==> config.mk <==
export PLATFORM = sky130hd
export DESIGN_NAME = pin_xbar
export DESIGN_NICKNAME = d
export VERILOG_FILES = /design/src/rtl/xbar_pkg.sv /design/src/rtl/xbar_prefix.sv /design/src/rtl/xbar_route.sv /design/src/rtl/xbar_pad.sv /design/src/rtl/pin_xbar.sv
export SDC_FILE = /design/constraint.sdc
export NUM_CORES = 1
export LEC_CHECK = 0
export BUFFER_PORTS_ARGS = -buffer_cell sky130_fd_sc_hd__clkbuf_2
export CORE_ASPECT_RATIO = 0.5
export CORE_MARGIN = 1
export CORE_UTILIZATION = 30
export DETAILED_ROUTE_END_ITERATION = 12
export HOLD_SLACK_MARGIN = 0.06
export PLACE_DENSITY = 0.48
export SYNTH_ARGS = -nofsm -noshare
export SYNTH_HDL_FRONTEND = slang
export SYNTH_HIERARCHICAL = 1
export SYNTH_SLANG_ARGS = --single-unit
==> constraint.sdc <==
create_clock -name clk -period 9.05 [get_ports clk]
set_input_delay 0.4525 -clock clk [delete_from_list [all_inputs] [get_ports clk]]
set_output_delay 0.4525 -clock clk [all_outputs]
set_load 0.03 [all_outputs]
==> src/rtl/xbar_pkg.sv <==
package xbar_pkg;
  localparam int NPERIPH = 6;
  localparam int NSIG    = 12;

  // signal direction: 1 = peripheral input (pin not driven)
  localparam logic [NSIG-1:0] SIG_IS_IN = 12'b1100_0000_1010;

  // owning peripheral of each signal, in priority order
  function automatic int sig_owner(input int s);
    if (s < 2)       return 0;  // serial tx, rx
    else if (s < 6)  return 1;  // spi sck, miso, mosi, select
    else if (s < 8)  return 2;  // two-wire data, clock
    else if (s == 8) return 3;  // comparator out
    else if (s == 9) return 4;  // clock out
    else             return 5;  // capture inputs
  endfunction
endpackage

==> src/rtl/xbar_prefix.sv <==
module xbar_prefix #(
  parameter int N  = 16,
  parameter int CW = 5
) (
  input  logic [N-1:0]         mark,
  output logic [N-1:0][CW-1:0] rank,
  output logic [CW-1:0]        total
);
  logic [CW-1:0] acc;

  // rank[i] = number of marked entries below i
  always_comb begin
    acc = '0;
    for (int i = 0; i < N; i++) begin
      rank[i] = acc;
      acc     = acc + CW'(mark[i]);
    end
    total = acc;
  end
endmodule

==> src/rtl/xbar_route.sv <==
module xbar_route #(
  parameter int NXB  = 16,
  parameter int NSIG = 12,
  parameter int CW   = 5,
  parameter int PINW = 4,
  parameter int SIGW = 4
) (
  input  logic [NXB-1:0]            pin_free,
  input  logic [NXB-1:0][CW-1:0]    pin_rank,
  input  logic [CW-1:0]             free_total,
  input  logic [NSIG-1:0]           sig_en,
  input  logic [NSIG-1:0][CW-1:0]   sig_rank,
  input  logic [CW-1:0]             sig_total,
  output logic [NXB-1:0]            pin_take,
  output logic [NXB-1:0][SIGW-1:0]  pin_sig,
  output logic [NSIG-1:0]           sig_placed,
  output logic [NSIG-1:0][PINW-1:0] sig_pin
);
  // pin side: the k-th free pin carries the k-th enabled signal
  always_comb begin
    for (int p = 0; p < NXB; p++) begin
      pin_take[p] = pin_free[p] && (pin_rank[p] < sig_total);
      pin_sig[p]  = '0;
      for (int s = 0; s < NSIG; s++) begin
        if (sig_en[s] && (sig_rank[s] == pin_rank[p]))
          pin_sig[p] = SIGW'(s);
      end
    end
  end

  // signal side: the k-th enabled signal finds the k-th free pin
  always_comb begin
    for (int s = 0; s < NSIG; s++) begin
      sig_placed[s] = sig_en[s] && (sig_rank[s] < free_total);
      sig_pin[s]    = '0;
      for (int p = 0; p < NXB; p++) begin
        if (pin_free[p] && (pin_rank[p] == sig_rank[s]))
          sig_pin[s] = PINW'(p);
      end
    end
  end
endmodule

==> src/rtl/xbar_pad.sv <==
module xbar_pad (
  input  logic clk,
  input  logic rst_n,
  input  logic take_i,
  input  logic val_i,
  input  logic req_i,
  input  logic pp_i,
  input  logic pad_i,
  output logic out_o,
  output logic oe_o,
  output logic periph_o,
  output logic rd_o
);
  logic d_out, d_oe;

  // open-drain pulls low only; push-pull drives both levels
  always_comb begin
    d_out = pp_i ? val_i : 1'b0;
    d_oe  = req_i & (pp_i | ~val_i);
  end

  always_ff @(posedge clk or negedge rst_n) begin
    if (!rst_n) begin
      out_o    <= 1'b0;
      oe_o     <= 1'b0;
      periph_o <= 1'b0;
      rd_o     <= 1'b0;
    end else begin
      out_o    <= d_out;
      oe_o     <= d_oe;
      periph_o <= take_i;
      rd_o     <= pad_i;
    end
  end
endmodule

==> src/rtl/pin_xbar.sv <==
module pin_xbar #(
  parameter int PORT_W    = 8,
  parameter int NUM_PORTS = 2
) (
  input  logic                      clk,
  input  logic                      rst_n,
  input  logic [5:0]                periph_en,
  input  logic [PORT_W*NUM_PORTS-1:0] pin_skip,
  input  logic [PORT_W*NUM_PORTS:0] pin_pushpull,
  input  logic [PORT_W*NUM_PORTS:0] port_latch,
  input  logic [11:0]               per_out,
  output logic [11:0]               per_in,
  input  logic [PORT_W*NUM_PORTS:0] pin_in,
  output logic [PORT_W*NUM_PORTS:0] pin_out,
  output logic [PORT_W*NUM_PORTS:0] pin_oe,
  output logic [PORT_W*NUM_PORTS:0] pin_periph,
  output logic [PORT_W*NUM_PORTS:0] latch_rd,
  output logic                      overflow
);
  import xbar_pkg::*;

  localparam int NXB  = PORT_W * NUM_PORTS;
  localparam int NPIN = NXB + 1;
  localparam int CW   = $clog2(((NXB > NSIG) ? NXB : NSIG) + 1);
  localparam int PINW = $clog2(NXB);
  localparam int SIGW = $clog2(NSIG);

  // reset: asserted asynchronously, released on the clock
  logic rst_meta, rst_sync, live_q;
  always_ff @(posedge clk or negedge rst_n) begin
    if (!rst_n) begin
      rst_meta <= 1'b0;
      rst_sync <= 1'b0;
    end else begin
      rst_meta <= 1'b1;
      rst_sync <= rst_meta;
    end
  end

  // per-signal enables from owning peripheral
  logic [NSIG-1:0] sig_en;
  for (genvar s = 0; s < NSIG; s++) begin : g_sig_en
    assign sig_en[s] = periph_en[sig_owner(s)];
  end

  logic [NXB-1:0]            pin_free;
  logic [NXB-1:0][CW-1:0]    pin_rank;
  logic [CW-1:0]             free_total;
  logic [NSIG-1:0][CW-1:0]   sig_rank;
  logic [CW-1:0]             sig_total;
  logic [NXB-1:0]            pin_take;
  logic [NXB-1:0][SIGW-1:0]  pin_sig;
  logic [NSIG-1:0]           sig_placed;
  logic [NSIG-1:0][PINW-1:0] sig_pin;

  assign pin_free = ~pin_skip;

  xbar_prefix #(.N(NXB), .CW(CW)) u_pin_rank (
    .mark (pin_free),
    .rank (pin_rank),
    .total(free_total)
  );

  xbar_prefix #(.N(NSIG), .CW(CW)) u_sig_rank (
    .mark (sig_en),
    .rank (sig_rank),
    .total(sig_total)
  );

  xbar_route #(.NXB(NXB), .NSIG(NSIG), .CW(CW), .PINW(PINW), .SIGW(SIGW)) u_route (
    .pin_free  (pin_free),
    .pin_rank  (pin_rank),
    .free_total(free_total),
    .sig_en    (sig_en),
    .sig_rank  (sig_rank),
    .sig_total (sig_total),
    .pin_take  (pin_take),
    .pin_sig   (pin_sig),
    .sig_placed(sig_placed),
    .sig_pin   (sig_pin)
  );

  // drive source per pin: peripheral signal or port latch
  logic [NPIN-1:0] take_all, drv_val, drv_req;
  always_comb begin
    for (int p = 0; p < NXB; p++) begin
      take_all[p] = pin_take[p];
      if (pin_take[p]) begin
        drv_val[p] = SIG_IS_IN[pin_sig[p]] ? 1'b0 : per_out[pin_sig[p]];
        drv_req[p] = ~SIG_IS_IN[pin_sig[p]];
      end else begin
        drv_val[p] = port_latch[p];
        drv_req[p] = 1'b1;
      end
    end
    take_all[NPIN-1] = 1'b0;
    drv_val[NPIN-1]  = port_latch[NPIN-1];
    drv_req[NPIN-1]  = 1'b1;
  end

  // return path: unplaced signals read idle high
  always_comb begin
    for (int s = 0; s < NSIG; s++)
      per_in[s] = sig_placed[s] ? pin_in[sig_pin[s]] : 1'b1;
  end

  for (genvar p = 0; p < NPIN; p++) begin : g_pad
    xbar_pad u_pad (
      .clk     (clk),
      .rst_n   (rst_sync),
      .take_i  (take_all[p]),
      .val_i   (drv_val[p]),
      .req_i   (drv_req[p]),
      .pp_i    (pin_pushpull[p]),
      .pad_i   (pin_in[p]),
      .out_o   (pin_out[p]),
      .oe_o    (pin_oe[p]),
      .periph_o(pin_periph[p]),
      .rd_o    (latch_rd[p])
    );
  end

  logic ovf_d;
  always_comb ovf_d = (sig_total > free_total);

  always_ff @(posedge clk or negedge rst_sync) begin
    if (!rst_sync) begin
      overflow <= 1'b0;
      live_q   <= 1'b0;
    end else begin
      overflow <= ovf_d;
      live_q   <= 1'b1;
    end
  end

  AST_SKIP_NOT_PERIPH: assert property (@(posedge clk) disable iff (!live_q)
    ((pin_periph[NXB-1:0] & $past(pin_skip)) == '0));

  AST_OD_NEVER_HIGH: assert property (@(posedge clk) disable iff (!live_q)
    ((pin_oe & pin_out & ~$past(pin_pushpull)) == '0));

  AST_GPIO_FROM_LATCH: assert property (@(posedge clk) disable iff (!live_q)
    ((~pin_periph & $past(pin_pushpull) & (pin_out ^ $past(port_latch))) == '0));

  AST_FULL_ON_OVERFLOW: assert property (@(posedge clk) disable iff (!live_q)
    overflow |-> ($countones(pin_periph) == $countones(~$past(pin_skip))));

  AST_READBACK: assert property (@(posedge clk) disable iff (!live_q)
    (latch_rd == $past(pin_in)));
endmodule

# [Yosys cells after proc, flatten, opt, wreduce, memory -nomap -nowiden]
# Memory sizes are Yosys's and may differ from the RTL's.
# Index checks and enable logic that the tools add are counted.
[word_totals] regBits=70 latchBits=0 mem_bits_rw=0 rom_bits=256 out_inout_bits=81 wordCells=1481 mem_count=16
[op_classes] n_addsub=26 mul=0 n_div=0 order_cmp=57 n_eq_ne=330 shift=0 muxes=505 bitwise_logic=67 reduce_logical=410
[mem_list] name="(no name shown)" words=16 word_bits=1 read_ports=1 rd_clocked_by_memory_dff=0 wr=0 line_no="pin_xbar.sv:90" rtl="drv_req[p] = ~SIG_IS_IN[pin_sig[p]];"
[mem_list] name="(no name shown)" words=16 word_bits=1 read_ports=1 rd_clocked_by_memory_dff=0 wr=0 line_no="pin_xbar.sv:90"
[mem_list] name="(no name shown)" words=16 word_bits=1 read_ports=1 rd_clocked_by_memory_dff=0 wr=0 line_no="pin_xbar.sv:90"
[mem_list] name="(no name shown)" words=16 word_bits=1 read_ports=1 rd_clocked_by_memory_dff=0 wr=0 line_no="pin_xbar.sv:90"
[mem_list] name="(no name shown)" words=16 word_bits=1 read_ports=1 rd_clocked_by_memory_dff=0 wr=0 line_no="pin_xbar.sv:90"
[mem_list] name="(no name shown)" words=16 word_bits=1 read_ports=1 rd_clocked_by_memory_dff=0 wr=0 line_no="pin_xbar.sv:90"
[mem_list] name="+10 memories"
[op_table] operator="5-bit == test" count=234
[op_table] operator="4-bit two-way mux" count=160
[op_table] operator="1-bit logical AND" count=384
[op_table] operator="3-bit two-way mux" count=112
[op_table] operator="1-bit two-way mux" count=149
[op_table] operator="5-bit logical NOT" count=26
[op_table] operator="5-bit by 1-bit adder with 5-bit output" count=24
[op_table] operator="1-bit binary-select mux with 4-bit select" count=28
[op_table] operator="2-bit two-way mux" count=56
[op_table] operator="1-bit by 5-bit == test with 1-bit output" count=22
[op_table] operator="2-bit by 5-bit == test with 1-bit output" count=22
[op_table] operator="5-bit by 1-bit == test with 1-bit output" count=22
[op_table] operator="5-bit by 2-bit == test with 1-bit output" count=22
[op_table] operator="5-bit less-than comparator" count=22
[op_table] operator="4-bit by 5-bit less-than comparator with 1-bit output, second input constant" count=16
[op_table] operator="4-bit by 6-bit less-than comparator with 1-bit output, second input constant" count=12
[op_table] operator="1-bit NOT" count=33
[op_table] operator="1-bit bitwise OR" count=17
[op_table] operator="1-bit AND" count=16
[op_table] operator="16-bit NOT" count=1
[op_table] operator="1-bit by 5-bit less-than comparator with 1-bit output" count=2
[op_table] operator="1-bit by 5-bit less-than comparator with 1-bit output, first input constant" count=2
[op_table] operator="2-bit by 5-bit less-than comparator with 1-bit output" count=2
[op_table] operator="5-bit greater-than comparator" count=1
[op_table] operator="5 further kinds" count=10

# [Logic depth before layout (Yosys ltp)]
[depth] depth_word=35 ltp_mapped=35 mapped_depth_nobuf=33

# [Hierarchy]
# The synthesis kept the hierarchy.
[modules_own_cells] mod="xbar_route" instances=1 cells_per_inst=2737 area_each_um2=18949.4 seq_area_each_um2=0.0
[modules_own_cells] mod="pin_xbar" instances=1 cells_per_inst=422 area_each_um2=3595.9 seq_area_each_um2=75.1
[modules_own_cells] mod="xbar_pad" instances=17 cells_per_inst=7 area_each_um2=118.9 seq_area_each_um2=100.1
[modules_own_cells] mod="xbar_prefix (u_pin_rank)" instances=1 cells_per_inst=222 area_each_um2=1874.3 seq_area_each_um2=0.0
[modules_own_cells] mod="xbar_prefix (u_sig_rank)" instances=1 cells_per_inst=155 area_each_um2=1343.8 seq_area_each_um2=0.0

# [Worst setup path after synthesis]
# No wires, ideal clock.
[synth_timing] kind="input port to output port" startpoint="in pin_skip[0]" endpoint="out per_in[8]" arrival_ns=8.560 path_slack_ns=0.037 cell_stages=29 path_buffers=0 path_cell_list="inv_1 > fa_1 > ha_1 > ha_1 > ha_1 > ha_1 > ha_1 > ha_1 > ha_1 > xnor2_1 > xnor2_2 > nand3_1 > xor2_1 > xnor2_2 > xnor2_1 > a31oi_4 > xor2_1 > xnor2_1 > xnor2_1 > nand3_1 > nor3_1 > and2_1 > nand3b_1 > and3b_1 > o31ai_1 > mux4_1 > mux2_2 > nand2_1 > nand4_1"
[synth_rtl] element="start, declared" line_no="pin_xbar.sv:8" rtl="input logic [PORT_W*NUM_PORTS-1:0] pin_skip,"
[synth_rtl] element="end, declared" line_no="pin_xbar.sv:12" rtl="output logic [11:0] per_in,"

==> run metrics <==
status finished, violations left; total vias in the final route 29379; Worst path max stage delay around 0.54 ns; Worst EP required 8.60 ns; placer congestion estimate between 1 and 1.5; CTS Buffer Depth 2; Cell variety after synth 97; Rel. slew slack -0.00437; Die Width 432 um; layout cell share with drive strength beyond 1 0.182; Mapped Cells approximately 3700; CP max stage cell mux4_1; Num CTS Buffers 9; actual slew at the worst max-slew pin between 1 and 1.5 ns; DR vias/cell 5.75; fillcell total between 9000 and 10000; max frequency between 100 and 150 MHz; Starting Density 0.305; DP HPWL around 110000 um; first-pass GRT wire length approximately 200000 um; min Tclk post-route approximately 8.8 ns; pre-CTS setup slack -0.347 ns; WP data arrival around 8.4 ns; Max H-tree Level 3; Critical Path Start Type input port; largest net degree at the start of global routing 70; DRT iter0 DRCs 4182; detailed-route DRC error count 0; post-DR wirelength/cell ~28 um; crit share post-route 0.976; die footprint 0.0939 mm2; DRT Pass-1 Iters 6; Clock Skew 0.00790 ns; TritonCTS clock tree built; Routed Antenna Nets 0; # rows slightly below 80; flop-to-flop setup slack 7.96 ns; min-delay worst type input port to flip-flop; Syn. warnings 6; Port-buffer cells 163; Nets between 4000 and 5000; final WL between 100000 and 150000 um; FFs w/ async S/R, synth 1.00; fin worst setup slack ~0.22 ns; CP max FO 4; Ports around 170; Top cell by count, worst path ha_1; Setup crit end kind output port; sequential area share after synthesis 0.0639; Die Y 217 um; antenna violations before repair 9; Main synth FF type dfrtp_1; mapped cell area between 0.02 and 0.03 mm2; tightest hold margin 0.226 ns; number of global-route vias before repair approximately 27000; layout overhead on the synthesized area 14.0%; clk slew on worst S/H paths ~0.060 ns; Clock Tree Root clkbuf_16; clk_lat worst skew 0.36 ns; final setup fails 0; Max Cap Violations 1; Seq cells post-synth 71; Post-Syn Area per Cell roughly 7.6 um2; core area approximately 0.091 mm2; Overflow after GRT 0; Final Hold Fails 0; Setup Crit Path Kind input port to output port; number of synthesized flops with an enable pin 0; failing checks capacitance limit, slew limit; clock sink total 71; total track usage 0.291; pins over their slew limit 1
==> layer usage <==
layer | part of all wire | GRT usage | up-vias | routed length (um)
met3 | 0.15 | 0.0990 | 287 | 20800
li1 | - | - | 12876 | -
met1 | 0.42 | 0.409 | 14297 | 60200
met4 | 0.038 | 0.0944 | 0 | 5420
met2 | 0.39 | 0.411 | 1919 | 55400
met5 | 0 | 0 | - | 0
==> stage by stage <==
| stage | util | std cells | cell area, um2 | setup TNS, ns |
|---|---|---|---|---|
| 2_1_floorplan | - | 3684 | 27900 | 0 |
| 3_3_place_gp | 0.340 | 5083 | 31000 | -0.299 |
| 3_5_place_dp | 0.340 | 5083 | 31000 | -0.736 |
| 4_1_cts | 0.344 | 5100 | 31400 | -0.0289 |
| 5_1_grt | 0.347 | 5111 | 31700 | -0.195 |
| 6_report | 0.347 | 5112 | 31700 | 0 |
==> synthesized netlist by cell type, types with 42 or more instances <==
library cell | n | area [um2]
a21o_1 | 42 | 315
a21oi_1 | 115 | 576
a31oi_1 | 61 | 382
and2_1 | 69 | 432
buf_2 | 135 | 676
buf_4 | 87 | 653
clkbuf_1 | 57 | 214
dfrtp_1 | 71 | 1780
ha_1 | 167 | 2090
inv_1 | 95 | 357
nand2_1 | 399 | 1500
nand2b_1 | 63 | 394
nand3_1 | 240 | 1200
nand4_1 | 46 | 288
nor2_1 | 135 | 507
nor3_1 | 181 | 906
o21ai_0 | 78 | 390
xnor2_1 | 554 | 4850
xor2_1 | 465 | 4070
==> placed cells by master, fill, tap and decap left out, drive strengths merged, types with 20 or more instances in the layout <==
cell type,count
xnor2,566
xor2,473
nand2,399
buf,320
nand3,241
nor3,193
clkbuf,171
ha,167
nor2,135
a21oi,118
o21ai,109
inv,97
and2,88
dfrtp,71
mux4,64
nand2b,63
a31oi,63
nand4,46
a21o,42
nor4,41
nor2b,40
conb,33
mux2,29
a21boi,29
and3,27
mux2i,26
and3b,25
nand3b,20
==> registers in the layout (all words and copies together), names as in the netlist <==
register	count
g_pad.u_pad/rd_o	17
g_pad.u_pad/oe_o	17
rst_meta	1
g_pad.u_pad/periph_o	17
g_pad.u_pad/out_o	17
overflow	1
rst_sync	1
==> timing repair <==
item / CTS / global route
pin swaps: 2 / 5
resized for setup: 8 / 31
hold endpoints to repair: 2 / 0
buffers inserted: 0 / 11
hold buffers: 1 / 0
setup endpoints to repair: 6 / 12
==> cell families after synthesis <==
logic type | synth area share
muxes | 0.0762
DFF | 0.0639
other | 0.000540
buffers and inverters | 0.0802
adders and majority gates | 0.0766
and+or+nand+nor | 0.244
xor gates and xnor gates | 0.345
AOI/OAI and AO/OA | 0.114
==> final cells by class <==
cell class              instances  area (um2)  share of cell area
clock buffers                  11         243             0.00766
repair buffers                481        3240               0.102
multi-input cells            3205       24400               0.771
inverters                      98         368              0.0116
well taps                    1240        1550              0.0490
clock inverters                 5        81.3             0.00257
flip-flops and latches         71        1780              0.0562
diodes                          1        2.50           0.0000790
==> critical path: cells and delay by family <==
family / cells / cell delay, ns
fa+ha+maj: 10 / 3.13
xor+xnor: 6 / 1.43
buf+inv: 7 / 0.96
mux: 3 / 0.93
simple gates: 6 / 0.78
compound gates: 5 / 0.65
==> final timing paths <==
kind	start	end	cells after the start
worst max-delay path	pin_skip[0]	per_in[7]	37
worst min-delay path	pin_in[16]	g_pad[16].u_pad/rd_o	1
worst max register to register	rst_sync	g_pad[0].u_pad/oe_o	0
worst min register to register	rst_meta	rst_sync	0
max in group asynchronous	rst_sync	g_pad[0].u_pad/oe_o	0
min in group asynchronous	rst_n	rst_sync	2
Power is not shown: default switching activity piles up to over one toggle a cycle in this logic, so the estimate is an artifact.
